==> src/rtl/nwr_pkg.sv <==
package nwr_pkg;

    typedef enum logic [1:0] {
        ST_IDLE  = 2'd0,
        ST_PULSE = 2'd1,
        ST_WAIT  = 2'd2,
        ST_POLL  = 2'd3
    } nwr_state_e;

    typedef enum logic [1:0] {
        POL_FIXED = 2'd0,
        POL_POLL  = 2'd1,
        POL_UNI   = 2'd2
    } nwr_policy_e;

    function automatic int unsigned nwr_max(input int unsigned a, input int unsigned b);
        return (a > b) ? a : b;
    endfunction

endpackage

==> src/rtl/nwr_sync.sv <==
module nwr_sync #(
    parameter int STAGES = 2
) (
    input  logic clk,
    input  logic rst_n,
    input  logic d_i,
    output logic q_o
);
    logic [STAGES-1:0] chain_q;

    always_ff @(posedge clk or negedge rst_n) begin
        if (!rst_n) begin
            chain_q <= '0;
        end else begin
            chain_q <= {chain_q[STAGES-2:0], d_i};
        end
    end

    assign q_o = chain_q[STAGES-1];
endmodule

==> src/rtl/nwr_timer.sv <==
module nwr_timer #(
    parameter int W = 8
) (
    input  logic         clk,
    input  logic         rst_n,
    input  logic         load_i,
    input  logic [W-1:0] load_val_i,
    input  logic         dec_i,
    output logic         zero_o
);
    logic [W-1:0] cnt_q;

    always_ff @(posedge clk or negedge rst_n) begin
        if (!rst_n) begin
            cnt_q <= '0;
        end else if (load_i) begin
            cnt_q <= load_val_i;
        end else if (dec_i && (cnt_q != '0)) begin
            cnt_q <= cnt_q - 1'b1;
        end
    end

    assign zero_o = (cnt_q == '0);


    timer_dec_chk: assert property (@(posedge clk) disable iff (!rst_n)
        (dec_i && !load_i && cnt_q != '0) |=> (cnt_q == $past(cnt_q) - 1'b1));
endmodule

==> src/rtl/nor_warm_rst_ctrl.sv <==
module nor_warm_rst_ctrl
    import nwr_pkg::*;
#(
    parameter int PULSE_CYC   = 8,
    parameter int HOLD_CYC    = 4,
    parameter int READY_CYC   = 20,
    parameter int RPH_CYC     = 16,
    parameter int POLL_TO_CYC = 64
) (
    input  logic       clk,
    input  logic       rst_n,
    input  logic       req_i,
    input  logic       op_busy_i,
    input  logic       rdy_pin_i,
    input  logic [1:0] mode_i,
    output logic       flash_rst_n_o,
    output logic       ctl_hold_o,
    output logic       done_o,
    output logic       err_o
);
    localparam int WAIT_IDLE_OP = nwr_max(HOLD_CYC, 1);
    localparam int WAIT_BUSY_OP = nwr_max(nwr_max(HOLD_CYC, READY_CYC - PULSE_CYC), 1);
    localparam int WAIT_UNI     = nwr_max(nwr_max(HOLD_CYC, RPH_CYC - PULSE_CYC), 1);
    localparam int CNT_MAX      = nwr_max(nwr_max(PULSE_CYC, POLL_TO_CYC),
                                          nwr_max(WAIT_BUSY_OP, WAIT_UNI));
    localparam int CNT_W        = $clog2(CNT_MAX + 1);

    localparam logic [CNT_W-1:0] LD_PULSE = CNT_W'(PULSE_CYC - 1);
    localparam logic [CNT_W-1:0] LD_IDLE  = CNT_W'(WAIT_IDLE_OP - 1);
    localparam logic [CNT_W-1:0] LD_BUSY  = CNT_W'(WAIT_BUSY_OP - 1);
    localparam logic [CNT_W-1:0] LD_UNI   = CNT_W'(WAIT_UNI - 1);
    localparam logic [CNT_W-1:0] LD_POLL  = CNT_W'(POLL_TO_CYC - 1);

    nwr_state_e  st_q, st_d;
    nwr_policy_e pol_q, pol_req;
    logic        op_q;
    logic        err_q, err_set, err_clr;
    logic        rdy_s;
    logic        tm_load, tm_dec, tm_zero;
    logic [CNT_W-1:0] tm_val;

    nwr_sync #(.STAGES(2)) u_rdy_sync (
        .clk   (clk),
        .rst_n (rst_n),
        .d_i   (rdy_pin_i),
        .q_o   (rdy_s)
    );

    nwr_timer #(.W(CNT_W)) u_timer (
        .clk        (clk),
        .rst_n      (rst_n),
        .load_i     (tm_load),
        .load_val_i (tm_val),
        .dec_i      (tm_dec),
        .zero_o     (tm_zero)
    );

    always_comb begin
        if (mode_i[1]) begin
            pol_req = POL_UNI;
        end else if (mode_i[0]) begin
            pol_req = POL_POLL;
        end else begin
            pol_req = POL_FIXED;
        end
    end

    // next-state and timer control
    always_comb begin
        st_d    = st_q;
        tm_load = 1'b0;
        tm_dec  = 1'b0;
        tm_val  = LD_PULSE;
        err_set = 1'b0;
        err_clr = 1'b0;
        unique case (st_q)
            ST_IDLE: begin
                if (req_i) begin
                    st_d    = ST_PULSE;
                    tm_load = 1'b1;
                    tm_val  = LD_PULSE;
                    err_clr = 1'b1;
                end
            end
            ST_PULSE: begin
                if (tm_zero) begin
                    tm_load = 1'b1;
                    if (pol_q == POL_POLL) begin
                        st_d   = ST_POLL;
                        tm_val = LD_POLL;
                    end else begin
                        st_d = ST_WAIT;
                        if (pol_q == POL_UNI) begin
                            tm_val = LD_UNI;
                        end else if (op_q) begin
                            tm_val = LD_BUSY;
                        end else begin
                            tm_val = LD_IDLE;
                        end
                    end
                end else begin
                    tm_dec = 1'b1;
                end
            end
            ST_WAIT: begin
                if (tm_zero) begin
                    st_d = ST_IDLE;
                end else begin
                    tm_dec = 1'b1;
                end
            end
            ST_POLL: begin
                if (rdy_s) begin
                    st_d = ST_IDLE;
                end else if (tm_zero) begin
                    st_d    = ST_IDLE;
                    err_set = 1'b1;
                end else begin
                    tm_dec = 1'b1;
                end
            end
            default: st_d = ST_IDLE;
        endcase
    end

    // state register and request latches
    always_ff @(posedge clk or negedge rst_n) begin
        if (!rst_n) begin
            st_q  <= ST_IDLE;
            pol_q <= POL_FIXED;
            op_q  <= 1'b0;
            err_q <= 1'b0;
        end else begin
            st_q <= st_d;
            if (st_q == ST_IDLE && req_i) begin
                pol_q <= pol_req;
                op_q  <= op_busy_i;
            end
            if (err_set) begin
                err_q <= 1'b1;
            end else if (err_clr) begin
                err_q <= 1'b0;
            end
        end
    end

    // outputs decoded from state
    always_comb begin
        flash_rst_n_o = 1'b1;
        ctl_hold_o    = 1'b1;
        done_o        = 1'b0;
        unique case (st_q)
            ST_IDLE: begin
                ctl_hold_o = 1'b0;
                done_o     = 1'b1;
            end
            ST_PULSE: flash_rst_n_o = 1'b0;
            ST_WAIT:  ;
            ST_POLL:  ;
            default:  ;
        endcase
        err_o = err_q;
    end


    rst_low_hold_chk: assert property (@(posedge clk) disable iff (!rst_n)
        !flash_rst_n_o |-> ctl_hold_o);


    hold_starts_low_chk: assert property (@(posedge clk) disable iff (!rst_n)
        $rose(ctl_hold_o) |-> !flash_rst_n_o);


    poll_exit_chk: assert property (@(posedge clk) disable iff (!rst_n)
        (st_q == ST_POLL && rdy_s) |=> (st_q == ST_IDLE && !err_q));


    err_from_poll_chk: assert property (@(posedge clk) disable iff (!rst_n)
        $rose(err_q) |-> ($past(st_q) == ST_POLL && done_o));


    err_clear_chk: assert property (@(posedge clk) disable iff (!rst_n)
        (st_q == ST_IDLE && req_i) |=> !err_q);
endmodule

==> config.mk <==
export PLATFORM = sky130hd
export DESIGN_NAME = nor_warm_rst_ctrl
export DESIGN_NICKNAME = d
export VERILOG_FILES = /design/src/rtl/nwr_pkg.sv /design/src/rtl/nwr_sync.sv /design/src/rtl/nwr_timer.sv /design/src/rtl/nor_warm_rst_ctrl.sv
export SDC_FILE = /design/constraint.sdc
export NUM_CORES = 1
export LEC_CHECK = 0
export BUFFER_PORTS_ARGS = -buffer_cell sky130_fd_sc_hd__buf_2
export CAP_MARGIN = 0
export CORE_MARGIN = 2
export CORE_UTILIZATION = 55
export CTS_CLUSTER_SIZE = 20
export DETAILED_ROUTE_END_ITERATION = 7
export PLACE_DENSITY = 0.76
export SLEW_MARGIN = 15
export SYNTH_ARGS = -nofsm -noshare
export SYNTH_HDL_FRONTEND = slang
export SYNTH_SLANG_ARGS = --single-unit
==> constraint.sdc <==
create_clock -name clk -period 2.2 [get_ports clk]
set_input_delay 0.11 -clock clk [delete_from_list [all_inputs] [get_ports clk]]
set_output_delay 0.11 -clock clk [all_outputs]
set_load 0.05 [all_outputs]
-- Word level (Yosys, flattened, before mapping)
Cells that the tools add are included.
- bits in registers: 15
- bits of input ports: 7
- output and inout port bits: 4
- word-level logic and storage cells: 52
- $add $sub $neg: 1
- equal/unequal tests: 7
- muxes and demuxes: 29
- reductions and logical operators: 9
- operator list (cell ; count):
    $mux W6 ; 3
    $mux W1 ; 14
    $mux W7 ; 2
    $mux W2 ; 5
    $mux W4 ; 2
    $pmux W2 S4 ; 1
    $logic_not A7 Y1 ; 1
    $reduce_bool A7 Y1 ; 1
    $sub A7 B1 Y7 const B ; 1
    $eq A2 B2 Y1 const B ; 3
    $eq A2 B1 Y1 const B ; 2
    $ne A2 B2 Y1 const B ; 2
    $pmux W1 S2 ; 2
    $reduce_bool A2 Y1 ; 2
    $logic_and A1 B1 Y1 ; 2
    $logic_not A2 Y1 ; 1
    $reduce_and A2 Y1 ; 1
    $reduce_or A2 Y1 ; 1

-- Logic depth before layout (Yosys ltp)
- word-level depth: 7
- mapped depth: 7
- gate-level depth less buffers: 6

-- Cells and area by module
From an unflattened synthesis, not the netlist that was laid out.
- cells, all modules: 102
- area, all modules: 955.9 µm²
- by module, submodules not included (module ; instances ; cells each ; area an instance (µm²) ; seq. area each (µm²)):
    nwr_timer ; 1 ; 52 ; 461.7 ; 175.2
    nor_warm_rst_ctrl ; 1 ; 48 ; 444.2 ; 150.1
    nwr_sync ; 1 ; 2 ; 50.0 ; 50.0

-- Least setup slack after synthesis
Ideal clock, no wire load.
- path kind: reg2reg
- start point: register st_q[0]
- end point: register u_timer.cnt_q[5]
- setup time: 0.069 ns
- arrival time: 1.957 ns
- data required time: 2.131 ns
- slack: 0.173 ns
- stages on the path, launching flop included: 7
- path buffers: 0
- clock period less this slack: 2.027 ns
- cells stage by stage: dfrtp_1 > inv_1 > ha_1 > and2_1 > a211o_1 > or4_2 > nand3_1
- cells in the longest elaborated chain, start to end: 5
- elaborated cells between the ends (all ways): 11
- those cells by class: eq/ne (3); mux (4); reduce/logical (4)
- RTL lines (what ; RTL line ; RTL):
    start: declaration ; nor_warm_rst_ctrl.sv:34 ; nwr_state_e st_q, st_d;
    start signal: assignment ; nor_warm_rst_ctrl.sv:134 ; st_q <= st_d;
    $eq A2 B1 Y1 or $eq A2 B2 Y1 (tied branches) ; nor_warm_rst_ctrl.sv:76 ; unique case (st_q)
    $reduce_or A2 Y1 (no line) ; -- ;
    $pmux W1 S2 ; nor_warm_rst_ctrl.sv:76 ;
    $logic_and A1 B1 Y1 ; nwr_timer.sv:18 ; end else if (dec_i && (cnt_q != '0)) begin
    $reduce_bool A2 Y1 (no line) ; -- ;
    end signal: assignment ; nwr_timer.sv:17 ; cnt_q <= load_val_i;
    end signal: assignment ; nwr_timer.sv:19 ; cnt_q <= cnt_q - 1'b1;
    end: declaration ; nwr_timer.sv:11 ; logic [W-1:0] cnt_q;
Several ways; a longest one is shown, not always the timed one.
A chain may end at the register's enable or synchronous reset.

-- Worst setup path after layout
- start point: register u_timer.cnt_q[0]
- end point: register u_timer.cnt_q[2]
- cells in the longest elaborated chain, start to end: 6
- elaborated cells between the ends (all ways): 14
- those cells by class: add/sub (1); mux (9); reduce/logical (4)
- RTL lines (what):
    branches (longest 6 deep; another with $sub A7 B1 Y7)
Parallel ways; which one is timed is not known. The select of a mux whose other input is x is not followed.

==> summary.md <==
| Metric | Value |
|---|---|
| Area leader, netlist | dfrtp_1 |
| RSZ-0062 raised after global routing | false |
| Synth warn | 0 |
| Met2 Usage GRT | around a third |
| Worst hold slack | ~0.018 ns |
| Final ANT Viol Nets | 0 |
| Total GRT Usage | 22.1% |
| Seq/Total Area, Yosys | 40.3% |
| Die Y | approximately 45 µm |
| EDFF count, synth | 0 |
| FMAX | 497 MHz |
| DRT iter0 DRCs | 12 |
| Slew margin rel. | between 60% and 70% |
| Core Footprint | 1540 µm² |
| CP arrival | around 2.2 ns |
| DR vias/cell | approximately 6.0 |
| Antenna diodes | 0 |
| Final hold vios | 0 |
| Top post-synthesis cells by area | dfrtp_1 40%, ha_1 12%, nand2_1 4.4% |
| Post-Syn Instances | 97 |
| Clock Sinks | 15 |
| Most common cell in the netlist | dfrtp_1 |
| Number of global-route vias before repair | roughly 730 |
| Root buf cell | clkbuf_4 |
| Setup Fix Bufs, Post-CTS | 0 |
| Growth of design area from synthesis to finish | 11.9% |
| Met3 Use GR | about 4.8% |
| Top_reg_cell synth | dfrtp_1 |
| Net count after synthesis | approximately 110 |
| Leak | about 0.5 nW |
| Met1 usage in global routing | 31.3% |
| Clock buffer depth | 2 |
| Power Density | approximately 1400 nW/µm² |
| First-pass GRT wire length | between 3 and 4 mm |
| Worst EP required | between 2 and 2.5 ns |
| Yosys top cell area share | ~40% |
| Startpoint Class | flop |
| Hold crit path type | input pin to flop |
| Critical path type | flop to flop |
| Routed wire length | roughly 1.9 mm |
| Pin count of the biggest net entering global routing | 16 |
| Fill cells | between 100 and 150 |
| Boundary Pins | 11 |
| H-tree levels | 1 |
| Gr busiest metal | met2 |
| Number of remaining DRC errors | 0 |
| Final Wtd Congestion | 0.793 |
| Worst Path Max Fanout | 7 |
| Commonest cells post-synth | 15 x dfrtp_1, 11 x nand2_1, 10 x inv_1 |
| Run status | completed |
| Routed WL per cell | 14.9 µm |
| Clk_skew | a little over 0.004 ns |
| Drt pass-1 iters | 4 |
| CTS tree | yes |
| Final setup fails | 0 |
| FF+latch count, synth | 15 |
| Via count | ~770 |
| Final nets | ~130 |
| Setup TNS | 0 ns |
| Clk pin slew, worst setup/hold paths | 0.09 ns |
| Peak VDD IR | roughly 0.85 mV |
| Rows | 14 |
| Synthesized area | about 930 µm² |
| Initial antenna violation count | 0 |
| Distinct cell type count of the synthesized netlist | 34 |
| I/O Buffers | 10 |
| # placed instances | approximately 120 |
| Fin crit period | 2.01 ns |
| Maxcap violations | 0 |
| GRT overflow | 0 |
| Final Cycle Share | 91.5% |
| Asr flop ratio synth | 100% |
| CTS buffer count | 3 |
| Pins Over Slew Limit | 0 |
| R2R Setup Slk | between 0.15 and 0.2 ns |
| Clk Latency, worst-skew pair | ~0.28 ns |
| Crit end category | flop |
| Share of cells above drive strength 1 | approximately a fifth |
| Fin cells | 128 |
| Tightest Pin Transition | 0.522 ns |
| Die ar. | 2040 µm² |
| Chip width | roughly 45 µm |
| Syn Area/Cell | 9.61 µm² |
| Starting Density | 60.5% |
| DP Wirelength | ~1.5 mm |
## flip-flops by register name, summed over array words and instances, names as in the netlist
name and count:
u_timer.cnt_q 7, pol_q 2, st_q 2, u_rdy_sync.chain_q 2, err_o 1, op_q 1
## placed cells by master (no fill, tap or decap), types with 2 or more instances in the layout
cell type	n
o21ai_0	6
o311ai_0	2
and2_1	2
nand4_1	2
a22o_1	3
nor2_1	4
buf_4	2
clkbuf_4	3
a21oi_1	2
dlygate4sd3_1	2
dfrtp_1	15
buf_2	10
or4_2	2
nor3_1	2
nand2_1	11
inv_1	10
ha_1	9
nand3_1	6
nor2b_1	2
## power by group
part | total [mW] | internal, mW | switching [mW]
Combinational | 0.783 | 0.288 | 0.495
Sequential | 0.473 | 0.370 | 0.103
Clock | 0.159 | 0.0705 | 0.0881
Total | 1.41 | 0.729 | 0.685
## final timing paths
check                                 startpoint                     to  cells past startpoint
max                             u_timer.cnt_q[0]       u_timer.cnt_q[2]                      7
min                                    op_busy_i                   op_q                      3
max reg2reg                     u_timer.cnt_q[0]       u_timer.cnt_q[2]                      7
min reg2reg                u_rdy_sync.chain_q[0]  u_rdy_sync.chain_q[1]                      0
max in group asynchronous                  rst_n               pol_q[0]                      2
min in group asynchronous                  rst_n       u_timer.cnt_q[6]                      2
## cell families (layout without fill, tap and decap cells)
kind of cell / Yosys count / in the layout / synth area share (%)
and+or+nand+nor: 37 / 37 / 22.7
adders and majority gates: 9 / 9 / 12.1
AOI/OAI and AO/OA: 23 / 23 / 18.8
buffers and inverters: 13 / 28 / 6.17
DFF: 15 / 15 / 40.3
## critical path, cell delays in order (launching register included)
cell and delay (ns):
dfrtp_1 0.41, inv_1 0.09, ha_1 0.19, or4b_4 0.49, nor3_4 0.28, buf_4 0.21, a32o_1 0.18, a21oi_1 0.04
## repair_timing
item,4_1_cts,5_1_grt
hold endpoints to repair,16,0
hold buffers,2,0
gates resized for setup,0,0
## area by class of cell
cell class	count	area [µm²]	share of cell area (%)
multi-input cells	69	499	47.8
flip-flops and latches	15	375	36.0
repair buffers	14	85.1	8.15
inverters	10	37.5	3.60
clock buffers	4	26.3	2.52
well taps	16	20.0	1.92
## stage by stage
| step | power (mW) | setup slack [ns] | cell area, µm² | util, % |
|---|---|---|---|---|
| after floorplan | 1.07 | 0.173 | 932 | - |
| after global placement | 1.22 | 0.240 | 997 | 64.7 |
| after detailed placement | 1.25 | 0.231 | 997 | 64.7 |
| after CTS | 1.42 | 0.207 | 1040 | 67.7 |
| after global routing | 1.52 | 0.0494 | 1040 | 67.7 |
| final | 1.41 | 0.188 | 1040 | 67.7 |
## per-layer routing
metal / routed length [µm] / part of all wire [%]
met3: 53 / 2.8
met2: 913 / 48
met5: 0 / 0
met1: 916 / 48
met4: 23 / 1.2
(Power assumes the default switching activity.)
